## src/rtl/cfgreg_pkg.sv

```systemverilog
package cfgreg_pkg;
  typedef enum logic [2:0] {
    PH_IDLE, PH_ADDR, PH_AACK, PH_WDAT, PH_WACK, PH_RDAT, PH_RACK, PH_SKIP
  } phase_t;

  // a data byte qualifies when nothing is set at or above the register width
  function automatic logic byte_is_valid(logic [7:0] b, int w);
    return (b >> w) == 8'd0;
  endfunction

  function automatic logic addr_hits(logic [7:0] b, logic [6:0] a);
    return b[7:1] == a;
  endfunction
endpackage

```

## src/rtl/i2c_line_events.sv

```systemverilog
module i2c_line_events (
  input  logic clk,
  input  logic rst_n,
  input  logic scl_i,
  input  logic sda_i,
  output logic start_evt,
  output logic stop_evt,
  output logic scl_rise,
  output logic scl_fall
);
  logic scl_q, sda_q;

  always_ff @(posedge clk or negedge rst_n) begin
    if (!rst_n) begin
      scl_q <= 1'b1;
      sda_q <= 1'b1;
    end else begin
      scl_q <= scl_i;
      sda_q <= sda_i;
    end
  end

  assign start_evt = scl_i & scl_q & sda_q & ~sda_i;
  assign stop_evt  = scl_i & scl_q & ~sda_q & sda_i;
  assign scl_rise  = scl_i & ~scl_q;
  assign scl_fall  = ~scl_i & scl_q;
endmodule

```

## src/rtl/i2c_byte_engine.sv

```systemverilog
module i2c_byte_engine
  import cfgreg_pkg::*;
#(
  parameter logic [6:0] ADDR = 7'b1001110,
  parameter int W = 5
) (
  input  logic         clk,
  input  logic         rst_n,
  input  logic         start_evt,
  input  logic         stop_evt,
  input  logic         scl_rise,
  input  logic         scl_fall,
  input  logic         sda_i,
  input  logic         busy,
  input  logic [W-1:0] cfg_q,
  output logic         sda_oe,
  output logic         ack_end,
  output logic [7:0]   rx_byte,
  output logic         addr_ack_st
);
  phase_t      st;
  logic [7:0]  shreg;
  logic [3:0]  bitcnt;
  logic        rw, mack;
  logic        full;

  assign full = (bitcnt == 4'd8);

  always_ff @(posedge clk or negedge rst_n) begin
    if (!rst_n) begin
      st     <= PH_IDLE;
      shreg  <= '0;
      bitcnt <= '0;
      rw     <= 1'b0;
      mack   <= 1'b0;
    end else if (start_evt) begin
      st     <= PH_ADDR;
      bitcnt <= '0;
    end else if (stop_evt) begin
      st <= PH_IDLE;
    end else begin
      case (st)
        PH_ADDR, PH_WDAT: begin
          if (scl_rise) begin
            shreg  <= {shreg[6:0], sda_i};
            bitcnt <= bitcnt + 4'd1;
          end else if (scl_fall && full) begin
            if (st == PH_WDAT) st <= PH_WACK;
            else if (addr_hits(shreg, ADDR) && !busy) begin
              st <= PH_AACK;
              rw <= shreg[0];
            end else st <= PH_SKIP;
          end
        end
        PH_AACK: if (scl_fall) begin
          bitcnt <= '0;
          if (rw) begin
            st    <= PH_RDAT;
            shreg <= {{(8-W){1'b0}}, cfg_q};
          end else st <= PH_WDAT;
        end
        PH_WACK: if (scl_fall) begin
          st     <= PH_WDAT;
          bitcnt <= '0;
        end
        PH_RDAT: begin
          if (scl_rise) bitcnt <= bitcnt + 4'd1;
          else if (scl_fall) begin
            if (full) st <= PH_RACK;
            else shreg <= {shreg[6:0], 1'b0};
          end
        end
        PH_RACK: begin
          if (scl_rise) mack <= ~sda_i;
          else if (scl_fall) begin
            if (mack) begin
              st     <= PH_RDAT;
              shreg  <= {{(8-W){1'b0}}, cfg_q};
              bitcnt <= '0;
            end else st <= PH_SKIP;
          end
        end
        default: ;
      endcase
    end
  end

  assign addr_ack_st = (st == PH_AACK);
  assign sda_oe  = addr_ack_st | (st == PH_WACK) | ((st == PH_RDAT) & ~shreg[7]);
  assign ack_end = (st == PH_WACK) & scl_fall & ~start_evt & ~stop_evt;
  assign rx_byte = shreg;
endmodule

```

## src/rtl/cfg_commit.sv

```systemverilog
module cfg_commit
  import cfgreg_pkg::*;
#(
  parameter int W = 5,
  parameter int BUSY_CYCLES = 1250000,
  localparam int CW = $clog2(BUSY_CYCLES + 1)
) (
  input  logic         clk,
  input  logic         rst_n,
  input  logic         start_evt,
  input  logic         stop_evt,
  input  logic         ack_end,
  input  logic [7:0]   rx_byte,
  input  logic         wp_i,
  output logic [W-1:0] cfg_q,
  output logic         busy,
  output logic         commit
);
  logic         taken, pend;
  logic [W-1:0] pdata;
  logic [CW-1:0] cnt;

  assign commit = stop_evt & pend;

  always_ff @(posedge clk or negedge rst_n) begin
    if (!rst_n) begin
      taken <= 1'b0;
      pend  <= 1'b0;
      pdata <= '0;
      cfg_q <= '0;
    end else if (start_evt || stop_evt) begin
      if (commit) cfg_q <= pdata;
      taken <= 1'b0;
      pend  <= 1'b0;
    end else if (ack_end && !taken && byte_is_valid(rx_byte, W)) begin
      taken <= 1'b1;
      pend  <= ~wp_i;
      pdata <= rx_byte[W-1:0];
    end
  end

  always_ff @(posedge clk or negedge rst_n) begin
    if (!rst_n) cnt <= '0;
    else if (commit) cnt <= CW'(BUSY_CYCLES);
    else if (cnt != '0) cnt <= cnt - 1'b1;
  end

  assign busy = (cnt != '0);
endmodule

```

## src/rtl/i2c_cfg_target.sv

```systemverilog
module i2c_cfg_target #(
  parameter logic [6:0] ADDR = 7'b1001110,
  parameter int W = 5,
  parameter int BUSY_CYCLES = 1250000
) (
  input  logic         clk,
  input  logic         rst_n,
  input  logic         scl_i,
  input  logic         sda_i,
  input  logic         wp_i,
  output logic         sda_oe,
  output logic [W-1:0] cfg_q,
  output logic         busy
);
  logic start_evt, stop_evt, scl_rise, scl_fall;
  logic ack_end, addr_ack_st, commit;
  logic [7:0] rx_byte;

  i2c_line_events u_ev (
    .clk, .rst_n, .scl_i, .sda_i,
    .start_evt, .stop_evt, .scl_rise, .scl_fall
  );

  i2c_byte_engine #(.ADDR(ADDR), .W(W)) u_eng (
    .clk, .rst_n, .start_evt, .stop_evt, .scl_rise, .scl_fall, .sda_i,
    .busy, .cfg_q, .sda_oe, .ack_end, .rx_byte, .addr_ack_st
  );

  cfg_commit #(.W(W), .BUSY_CYCLES(BUSY_CYCLES)) u_cmt (
    .clk, .rst_n, .start_evt, .stop_evt, .ack_end, .rx_byte, .wp_i,
    .cfg_q, .busy, .commit
  );
endmodule

```

## config.mk

```make
export PLATFORM = sky130hd
export DESIGN_NAME = i2c_cfg_target
export DESIGN_NICKNAME = d
export VERILOG_FILES = /design/src/rtl/cfgreg_pkg.sv /design/src/rtl/i2c_line_events.sv /design/src/rtl/i2c_byte_engine.sv /design/src/rtl/cfg_commit.sv /design/src/rtl/i2c_cfg_target.sv
export SDC_FILE = /design/constraint.sdc
export NUM_CORES = 1
export LEC_CHECK = 0
export ABC_CLOCK_PERIOD_IN_PS = 2500
export BUFFER_PORTS_ARGS = -buffer_cell sky130_fd_sc_hd__buf_2
export CAP_MARGIN = 30
export CORE_ASPECT_RATIO = 2
export CORE_MARGIN = 3
export CORE_UTILIZATION = 50
export CTS_CLUSTER_DIAMETER = 80
export DETAILED_ROUTE_END_ITERATION = 7
export HOLD_SLACK_MARGIN = 0.03
export PLACE_DENSITY = 0.67
export SKIP_CTS_REPAIR_TIMING = 1
export SYNTH_ARGS = -nofsm -noshare
export SYNTH_HDL_FRONTEND = slang
export SYNTH_SLANG_ARGS = --single-unit
```

## constraint.sdc

```tcl
create_clock -name clk -period 2.5 [get_ports clk]
set_input_delay 0.375 -clock clk [delete_from_list [all_inputs] [get_ports clk]]
set_output_delay 0.375 -clock clk [all_outputs]
set_load 0.005 [all_outputs]
```

==> results of run 1 <==
==> final cells by class <==
cell class,count,area (µm²),area share
inverter,9,33.78,0.01100
multi-input combinational,220,1375,0.4478
timing repair buffer,29,190.2,0.06194
clock buffer,5,68.82,0.02241
sequential,52,1304,0.4246
clock inverter,3,26.28,0.008557
tap,58,72.57,0.02363
==> synth_stat cells, drive strengths merged (2+ instances only) <==
library cell  count
a2111oi           3
a211oi            2
a21oi            17
a22oi             2
and2              3
and3              2
and3b             2
buf               2
clkbuf            9
dfrtp            50
dfstp             2
ha                4
inv               9
mux2             13
mux2i             5
nand2            52
nand2b            3
nand3            12
nand3b            3
nand4             3
nand4b            4
nor2             29
nor2b             2
nor3              7
nor4              6
o21ai            10
or3               4
or4               3
xnor2             6
xor2              9
==> how the worst min path moves through the flow <==
stage | endpoint | slack (ps) | cells after the start
floorplan | u_cmt.cfg_q[0] | 80 | 0
global placement | u_cmt.cfg_q[1] | 450 | 2
detailed placement | u_cmt.cfg_q[2] | 450 | 2
CTS | u_cmt.cnt[6] | 180 | 2
global route | u_ev.scl_q | 200 | 1
finish | u_cmt.cnt[1] | 160 | 2
==> critical path: cells and delay by family, from the launching register on <==
kind	cells	cell delay, ps
buffers and inverters	1	160
AND/OR/NAND/NOR	3	1160
flip-flops	1	410
==> logic make-up after synthesis <==
logic type      Yosys count  synth area share
simple gates            141            0.2618
flops                    52            0.4760
compound gates           42           0.09457
buf+inv                  20           0.02832
mux                      18           0.07309
xor+xnor                 15           0.04797
fa+ha+maj                 4           0.01827
==> flip-flops by register name (all words and copies together) (netlist names) <==
signal / flops
u_cmt.cfg_q: 5
u_cmt.cnt: 21
u_cmt.pdata: 5
u_cmt.pend: 1
u_cmt.taken: 1
u_eng.bitcnt: 4
u_eng.mack: 1
u_eng.rw: 1
u_eng.rx_byte: 8
u_eng.st: 3
u_ev.scl_q: 1
u_ev.sda_q: 1
==> power groups by stage <==
stage,logic [mW],clock network (mW),registers [mW]
6_report,0.353,0.506,1.08
5_1_grt,0.409,0.559,1.09
3_5_place_dp,0.355,0,1.09
2_1_floorplan,0.263,0,1.05
4_1_cts,0.358,0.527,1.07
3_3_place_gp,0.339,0,1.09
==> through the flow <==
stage | setup slack (ps) | cell area [µm²] | hold WS, ps
floorplan | 434.6 | 2739 | 79.41
global placement | 307.5 | 2933 | 445.2
detailed placement | 284.2 | 2933 | 451.8
CTS | -102.3 | 3028 | 182.4
global route | -2.073 | 3070 | 199.6
finish | 87.06 | 3070 | 156.5
==> routing by layer <==
layer,vias up,part of all wire
li1,1068,-
met1,1041,0.38
met2,36,0.55
met3,22,0.026
met4,0,0.048
met5,-,0
==> impl_metrics.yaml, run 1 <==
routing:
  avgViaCountPerCell: 5.763
  remaining_drc_errors: 0
  post_drt_wl_per_cell_um: 16.23
  drt_iter0_markers: 49
  routed_wl_mm: 6.102
  drt_pass1_iterations: 4
  num_vias: 2167
  ant_nets: 0
run:
  cap_violations: 0
worst_setup_path:
  slowest_stage: "or4_4"
  crit_required_ps: 2120
  r2r_end: "u_eng.rw"
  setup.worst_path.start: "u_cmt.cnt[8]"
  worstSetupStartpointType: "flop"
  path_cells: "or4_4 > nor4_4 > nand2_2 > buf_2"
  end_kind: "output pin"
  cpPeakStageDelay_ps: 580
  crit_path_max_fanout: 7
  crit_arrival_ps: 2040
  ff2ff_setup_slack_ps: 200
  critPathKind: "reg -> out"
  rr_worst_depth: 6
  crit-reg2reg-launch: "u_cmt.cnt[8]"
  critPathCapture: "busy"
placed_design:
  place_congestion: 0.9248
  dp_hpwl_mm: 4.398
  dpl.cell_count: 364
  numPortBuffers: 11
sta:
  period_minus_slack_ps: 2413
  clock_skew_ps: 15.03
  max_slew_margin: 0.5513
  slew_violations: 0
  fin_tns_setup_ps: 0
  finalHoldViolCount: 0
  fin_crit_sh: 0.9652
  setup_viol: 0
  fmax_mhz: 414.4
  worst_pin_slew_ps: 673.0
synthesis:
  synth_cell_type_count: 48
  synth-seq-area-share: 0.4760
  async_reset_ff_frac: 1.000
  syn-cell-area_um2: 2739
  synth_largest_area_cell: "dfrtp_1"
  synth.avg_cell_area_um2: 9.380
  ys_seq_elements: 52
  ys.flop_type: "dfrtp_1"
  yosys-top-cells-area: "dfrtp_1 46%, nand2_1 7.1%, mux2_2 4.9%"
  syn_nets: 301
  synth_edf_count: 0
  yosysTopAreaCellShare: 0.4568
  synthCells: 292
  ys.warnings.count: 0
cells_and_area:
  layout-drive-gt1-share: 0.1981
  diodes: 0
  syn_to_final_growth_pct: 12.11
  final_cell_mix: "51 x nand2_1, 50 x dfrtp_1, 29 x nor2_1"
  postLayoutCoreUtil: 0.5869
  instances_no_fill: 376
  nets: 326
  final_common_cell: "nand2_1"
  fill_cells: 478
power:
  p_int_mw: 1.323
  power.total_mw: 1.934
  pwr-share-comb: 0.182
  seqPwrFrac: 0.556
  power_per_cell_area_nw_per_um2: 630.0
  ir_drop_mv: 0.6164
  power_frac_clock: 0.262
  switching_share: 0.3163
  p_leak_nw: 1.302
  switching_power_mw: 0.6118
worst_hold_path:
  hp-class: "in -> async"
floorplanning:
  rows: 37
  dieArea_um2: 6456
  io_pins: 12
  coreArea_um2: 5231
  die_w_um: 58.34
  die_h_um: 110.7
  start_util: 0.5236
grt:
  grt_pass1_vias: 2247
  grt_util_met1: 0.2340
  grt_usage: 0.2138
  met3_usage: 0.04196
  antenna_found_initial: 0
  overflow: 0
  grt_pass1_wl_mm: 10.65
  top_usage_layer: "met2"
  grt_max_degree: 53
  grt_use_met2: 0.3615
clock_network:
  clock-sinks: 52
  htree_levels: 2
  numCtsBuffers: 5
  worstSkewPairLatency_ps: 320
  cts_buffer_depth: 2
  clk_pin_slew_ps: 100
  cts_tree: "done"
  root_buffer: "clkbuf_8"
outcome:
  outcome: "completed"
(Power assumes the default switching activity.)
==> run 2: changes to the inputs <==
RECOVER_POWER = 100   (was default)
==> impl_metrics.yaml, run 2 (synthesis results as in run 1) <==
sta:
  slew_violations: 0
  worst_pin_slew_ps: 1303
  max_slew_margin: 0.1314
  fmax_mhz: 412.5
  clock_skew_ps: 15.05
  fin_tns_setup_ps: 0
  period_minus_slack_ps: 2424
  setup_viol: 0
  fin_crit_sh: 0.9698
  finalHoldViolCount: 0
outcome:
  outcome: "completed"
grt:
  grt_max_degree: 53
  overflow: 0
  grt_usage: 0.2138
  antenna_found_initial: 0
  grt_pass1_vias: 2247
  grt_pass1_wl_mm: 10.65
floorplanning:
  rows: 37
  start_util: 0.5236
  die_h_um: 110.7
  die_w_um: 58.34
  dieArea_um2: 6456
  coreArea_um2: 5231
  io_pins: 12
worst_setup_path:
  ff2ff_setup_slack_ps: 190
  path_cells: "or4_4 > nor4_4 > nand2_2 > buf_2"
  crit_required_ps: 2120
  worstSetupStartpointType: "flop"
  critPathKind: "reg -> out"
  cpPeakStageDelay_ps: 580
  slowest_stage: "or4_4"
  end_kind: "output pin"
  cp_num_buf_inv: 1
  crit_path_max_fanout: 7
  crit_family: "simple AND/OR/NAND/NOR gates"
  crit_arrival_ps: 2050
placed_design:
  dpl.cell_count: 364
  dp_hpwl_mm: 4.398
  numPortBuffers: 11
  place_congestion: 0.9248
worst_hold_path:
  hp-class: "in -> reg"
power:
  power.total_mw: 1.935
  power_per_cell_area_nw_per_um2: 632.0
  ir_drop_mv: 0.6145
  p_leak_nw: 1.282
routing:
  ant_nets: 0
  drt_pass1_iterations: 4
  remaining_drc_errors: 0
  routed_wl_mm: 6.124
  drt_iter0_markers: 46
  avgViaCountPerCell: 5.801
  post_drt_wl_per_cell_um: 16.29
  num_vias: 2181
clock_network:
  cts_tree: "done"
  clk_pin_slew_ps: 100
  clock-sinks: 52
  numCtsBuffers: 5
  htree_levels: 2
  cts_buffer_depth: 2
  root_buffer: "clkbuf_8"
  worstSkewPairLatency_ps: 320
cells_and_area:
  layout-drive-gt1-share: 0.1792
  largest_reg_flops: 21
  largest-register: "u_cmt.cnt"
  diodes: 0
  nets: 326
  final_cell_mix: "51 x nand2_1, 50 x dfrtp_1, 29 x nor2_1"
  instances_no_fill: 376
  final_common_cell: "nand2_1"
  syn_to_final_growth_pct: 11.79
run:
  cap_violations: 0
run 2: changes by cell type in the layout (fill, tap and decap cells not counted):
| cell | previous run | this run |
|---|---|---|
| buf_2 | 11 | 6 |
| buf_4 | 18 | 17 |
| clkbuf_1 | 0 | 5 |
| clkbuf_2 | 0 | 1 |
| dfstp_1 | 0 | 1 |
| dfstp_2 | 2 | 1 |
run 2: layout make-up:
cell class	count	area, µm²
Clock inverter	3	26.28
Fill cell	479	2170
Inverter	9	33.78
Tap cell	58	72.57
Timing Repair Buffer	29	181.4
Multi-Input combinational cell	220	1375
Clock buffer	5	68.82
Sequential cell	52	1304
run 2: where the power goes:
group	total (mW)	internal [mW]	switching, mW
Clock	0.508	0.205	0.303
Sequential	1.07	0.945	0.130
Combinational	0.352	0.172	0.181
Total	1.93	1.32	0.614
run 2: routing by layer:
layer / vias to the layer above / share of wire / global-route usage
met5: - / 0 / 0
met3: 22 / 0.027 / 0.04196
met4: 0 / 0.048 / 0.1316
met1: 1046 / 0.38 / 0.2340
met2: 37 / 0.55 / 0.3615
li1: 1076 / - / -
run 2: metrics by stage:
step             util  worst slack (ps)  hold WS [ps]  area [µm²]
2_1_floorplan       -             434.6         79.41        2739
6_report       0.5853             75.60         253.2        3062
4_1_cts        0.5788            -102.3         182.4        3028
3_3_place_gp   0.5606             307.5         445.2        2933
3_5_place_dp   0.5606             284.2         451.8        2933
5_1_grt        0.5853            -2.040         264.6        3062
run 2: final timing paths:
| kind | start | to | depth (start not counted) |
|---|---|---|---|
| worst max-delay path | u_cmt.cnt[8] | busy | 4 |
| worst min-delay path | scl_i | u_ev.scl_q | 1 |
| worst max register to register | u_cmt.cnt[8] | u_eng.rw | 6 |
| worst min register to register | u_cmt.pdata[3] | u_cmt.cfg_q[3] | 2 |
| max in group asynchronous | rst_n | u_cmt.taken | 2 |
| min in group asynchronous | rst_n | u_cmt.cnt[1] | 2 |
==> run 3: changes to the inputs <==
ABC_AREA = 1   (was default)
CTS_CLUSTER_SIZE = 40   (was default)
TNS_END_PERCENT = 20   (was default)
==> impl_metrics.yaml, run 3 <==
worst_setup_path:
  crit_path_max_fanout: 6
  crit_required_ps: 2120
  cpMostUsedCell: "nand3_1"
  crit_arrival_ps: 1740
  crit_family: "simple AND/OR/NAND/NOR gates"
  ff2ff_setup_slack_ps: 430
  rr_worst_depth: 8
  cp_num_buf_inv: 2
  end_kind: "output pin"
  cpPeakStageDelay_ps: 400
  slowest_stage: "dfrtp_1"
  path_cells: "inv_1 > ha_1 > nand3_1 > nor2_1 > nand3_1 > buf_2"
  worstSetupStartpointType: "flop"
  critPathKind: "reg -> out"
  cp_num_cells: 6
synthesis:
  synthCells: 372
  yosys-top-cells-area: "dfrtp_1 44%, nand2_1 12%, nor2_1 7.9%"
  synth_cell_type_count: 31
  ys.flop_type: "dfrtp_1"
  synth_edf_count: 0
  synth.avg_cell_area_um2: 7.662
  synth_largest_area_cell: "dfrtp_1"
  yosysMostFrequentCell: "nand2_1"
  ys_seq_elements: 52
  async_reset_ff_frac: 1.000
  yosys-top-cells-count: "91 x nand2_1, 60 x nor2_1, 50 x dfrtp_1, 43 x inv_1, 25 x nand3_1"
  syn_nets: 381
  synth-seq-area-share: 0.4574
  yosysTopAreaCellShare: 0.4390
  ys.warnings.count: 0
  syn-cell-area_um2: 2850
routing:
  drt_iter0_markers: 122
  post_drt_wl_per_cell_um: 14.54
  num_vias: 2408
  remaining_drc_errors: 0
  drt_pass1_iterations: 5
  ant_nets: 0
  avgViaCountPerCell: 5.363
  routed_wl_mm: 6.528
floorplanning:
  rows: 38
  die_w_um: 59.39
  start_util: 0.5213
  coreArea_um2: 5468
  io_pins: 12
  dieArea_um2: 6697
  die_h_um: 112.8
cells_and_area:
  nets: 397
  largest_reg_flops: 21
  diodes: 0
  syn_to_final_growth_pct: 6.146
  layout-drive-gt1-share: 0.07712
  largest-register: "u_cmt.cnt"
  fin_area_um2: 3025
  final_common_cell: "nand2_1"
  instances_no_fill: 449
  final_cell_mix: "91 x nand2_1, 60 x nor2_1, 50 x dfrtp_1"
power:
  ir_drop_mv: 0.7241
  power_per_cell_area_nw_per_um2: 1127
  p_leak_nw: 1.529
grt:
  grt_usage: 0.2186
  overflow: 0
  grt_pass1_wl_mm: 11.00
  grt_pass1_vias: 2379
  grt_max_degree: 53
  antenna_found_initial: 0
sta:
  slew_violations: 0
  fmax_mhz: 472.0
  fin_crit_sh: 0.8475
  max_slew_margin: 0.1444
  rsz0062_at_grt: "no"
  fin_tns_setup_ps: 0
  clock_skew_ps: 13.22
  finalHoldViolCount: 0
  period_minus_slack_ps: 2119
  setup_viol: 0
  worst_pin_slew_ps: 1283
placed_design:
  place_area_um2: 2975
  dpl.cell_count: 441
  numPortBuffers: 11
  place_congestion: 1.013
  dp_hpwl_mm: 4.899
clock_network:
  worstSkewPairLatency_ps: 320
  root_buffer: "clkbuf_8"
  cts_buffer_depth: 2
  htree_levels: 2
  cts_tree: "done"
  clk_pin_slew_ps: 100
  numCtsBuffers: 5
  clock-sinks: 52
worst_hold_path:
  hold-path-cell-count: 1
  hp-class: "in -> reg"
run:
  cap_violations: 0
outcome:
  outcome: "completed"
==> run 3: worst register-to-register path, stage by stage, from the launching register on <==
cell	delay (ps)
dfstp_2	560
nand2_1	50
inv_1	70
nand2_1	110
nor2_1	200
clkbuf_1	370
inv_1	300
nand2_1	170
o21ai_0	100
==> run 3: kinds of logic after synthesis <==
| family | synth area share |
|---|---|
| xor+xnor | 0.04609 |
| flops | 0.4574 |
| compound gates | 0.1062 |
| fa+ha+maj | 0.01756 |
| simple gates | 0.2998 |
| buf+inv | 0.07287 |
==> run 3: worst paths after layout <==
kind / start / endpoint
min in group asynchronous: rst_n / u_cmt.cnt[9]
max in group asynchronous: rst_n / u_eng.st[1]
worst min register to register: u_cmt.pdata[2] / u_cmt.cfg_q[2]
worst max-delay path: u_cmt.cnt[0] / busy
worst max register to register: u_ev.scl_q / u_cmt.cnt[0]
worst min-delay path: scl_i / u_ev.scl_q
==> run 3: per-stage QoR <==
stage	power (mW)	utilization	setup slack, ps	hold slack (ps)
finish	3.411	0.5533	381.1	157.2
global route	3.764	0.5533	150.1	148.3
CTS	3.507	0.5618	359.4	150.5
detailed placement	2.971	0.5442	547.6	467.0
global placement	2.930	0.5442	552.3	459.3
floorplan	2.620	-	815.6	79.41
==> run 3: area by class of cell <==
| cell class | count | area [µm²] |
|---|---|---|
| multi-input cells | 269 | 1313 |
| flip-flops and latches | 52 | 1304 |
| clock inverters | 2 | 13.76 |
| fillers | 539 | 2442 |
| well taps | 60 | 75.07 |
| inverters | 44 | 165.2 |
| repair buffers | 16 | 72.57 |
| clock buffers | 6 | 82.58 |
==> run 3: metal layers <==
layer | wire (µm) | up-vias | part of all wire | track usage
li1 | - | 1219 | - | -
met1 | 2441 | 1107 | 0.37 | 0.2479
met2 | 3575 | 58 | 0.55 | 0.3733
met3 | 206 | 24 | 0.032 | 0.03881
met4 | 304 | 0 | 0.047 | 0.1165
met5 | 0 | - | 0 | 0
==> run 3: power by group <==
group          internal, mW  switching (mW)  leakage (nW)
Sequential             1.16           0.279         0.646
Combinational         0.516           0.936         0.831
Clock                 0.227           0.287        0.0516
Total                  1.91            1.50          1.53
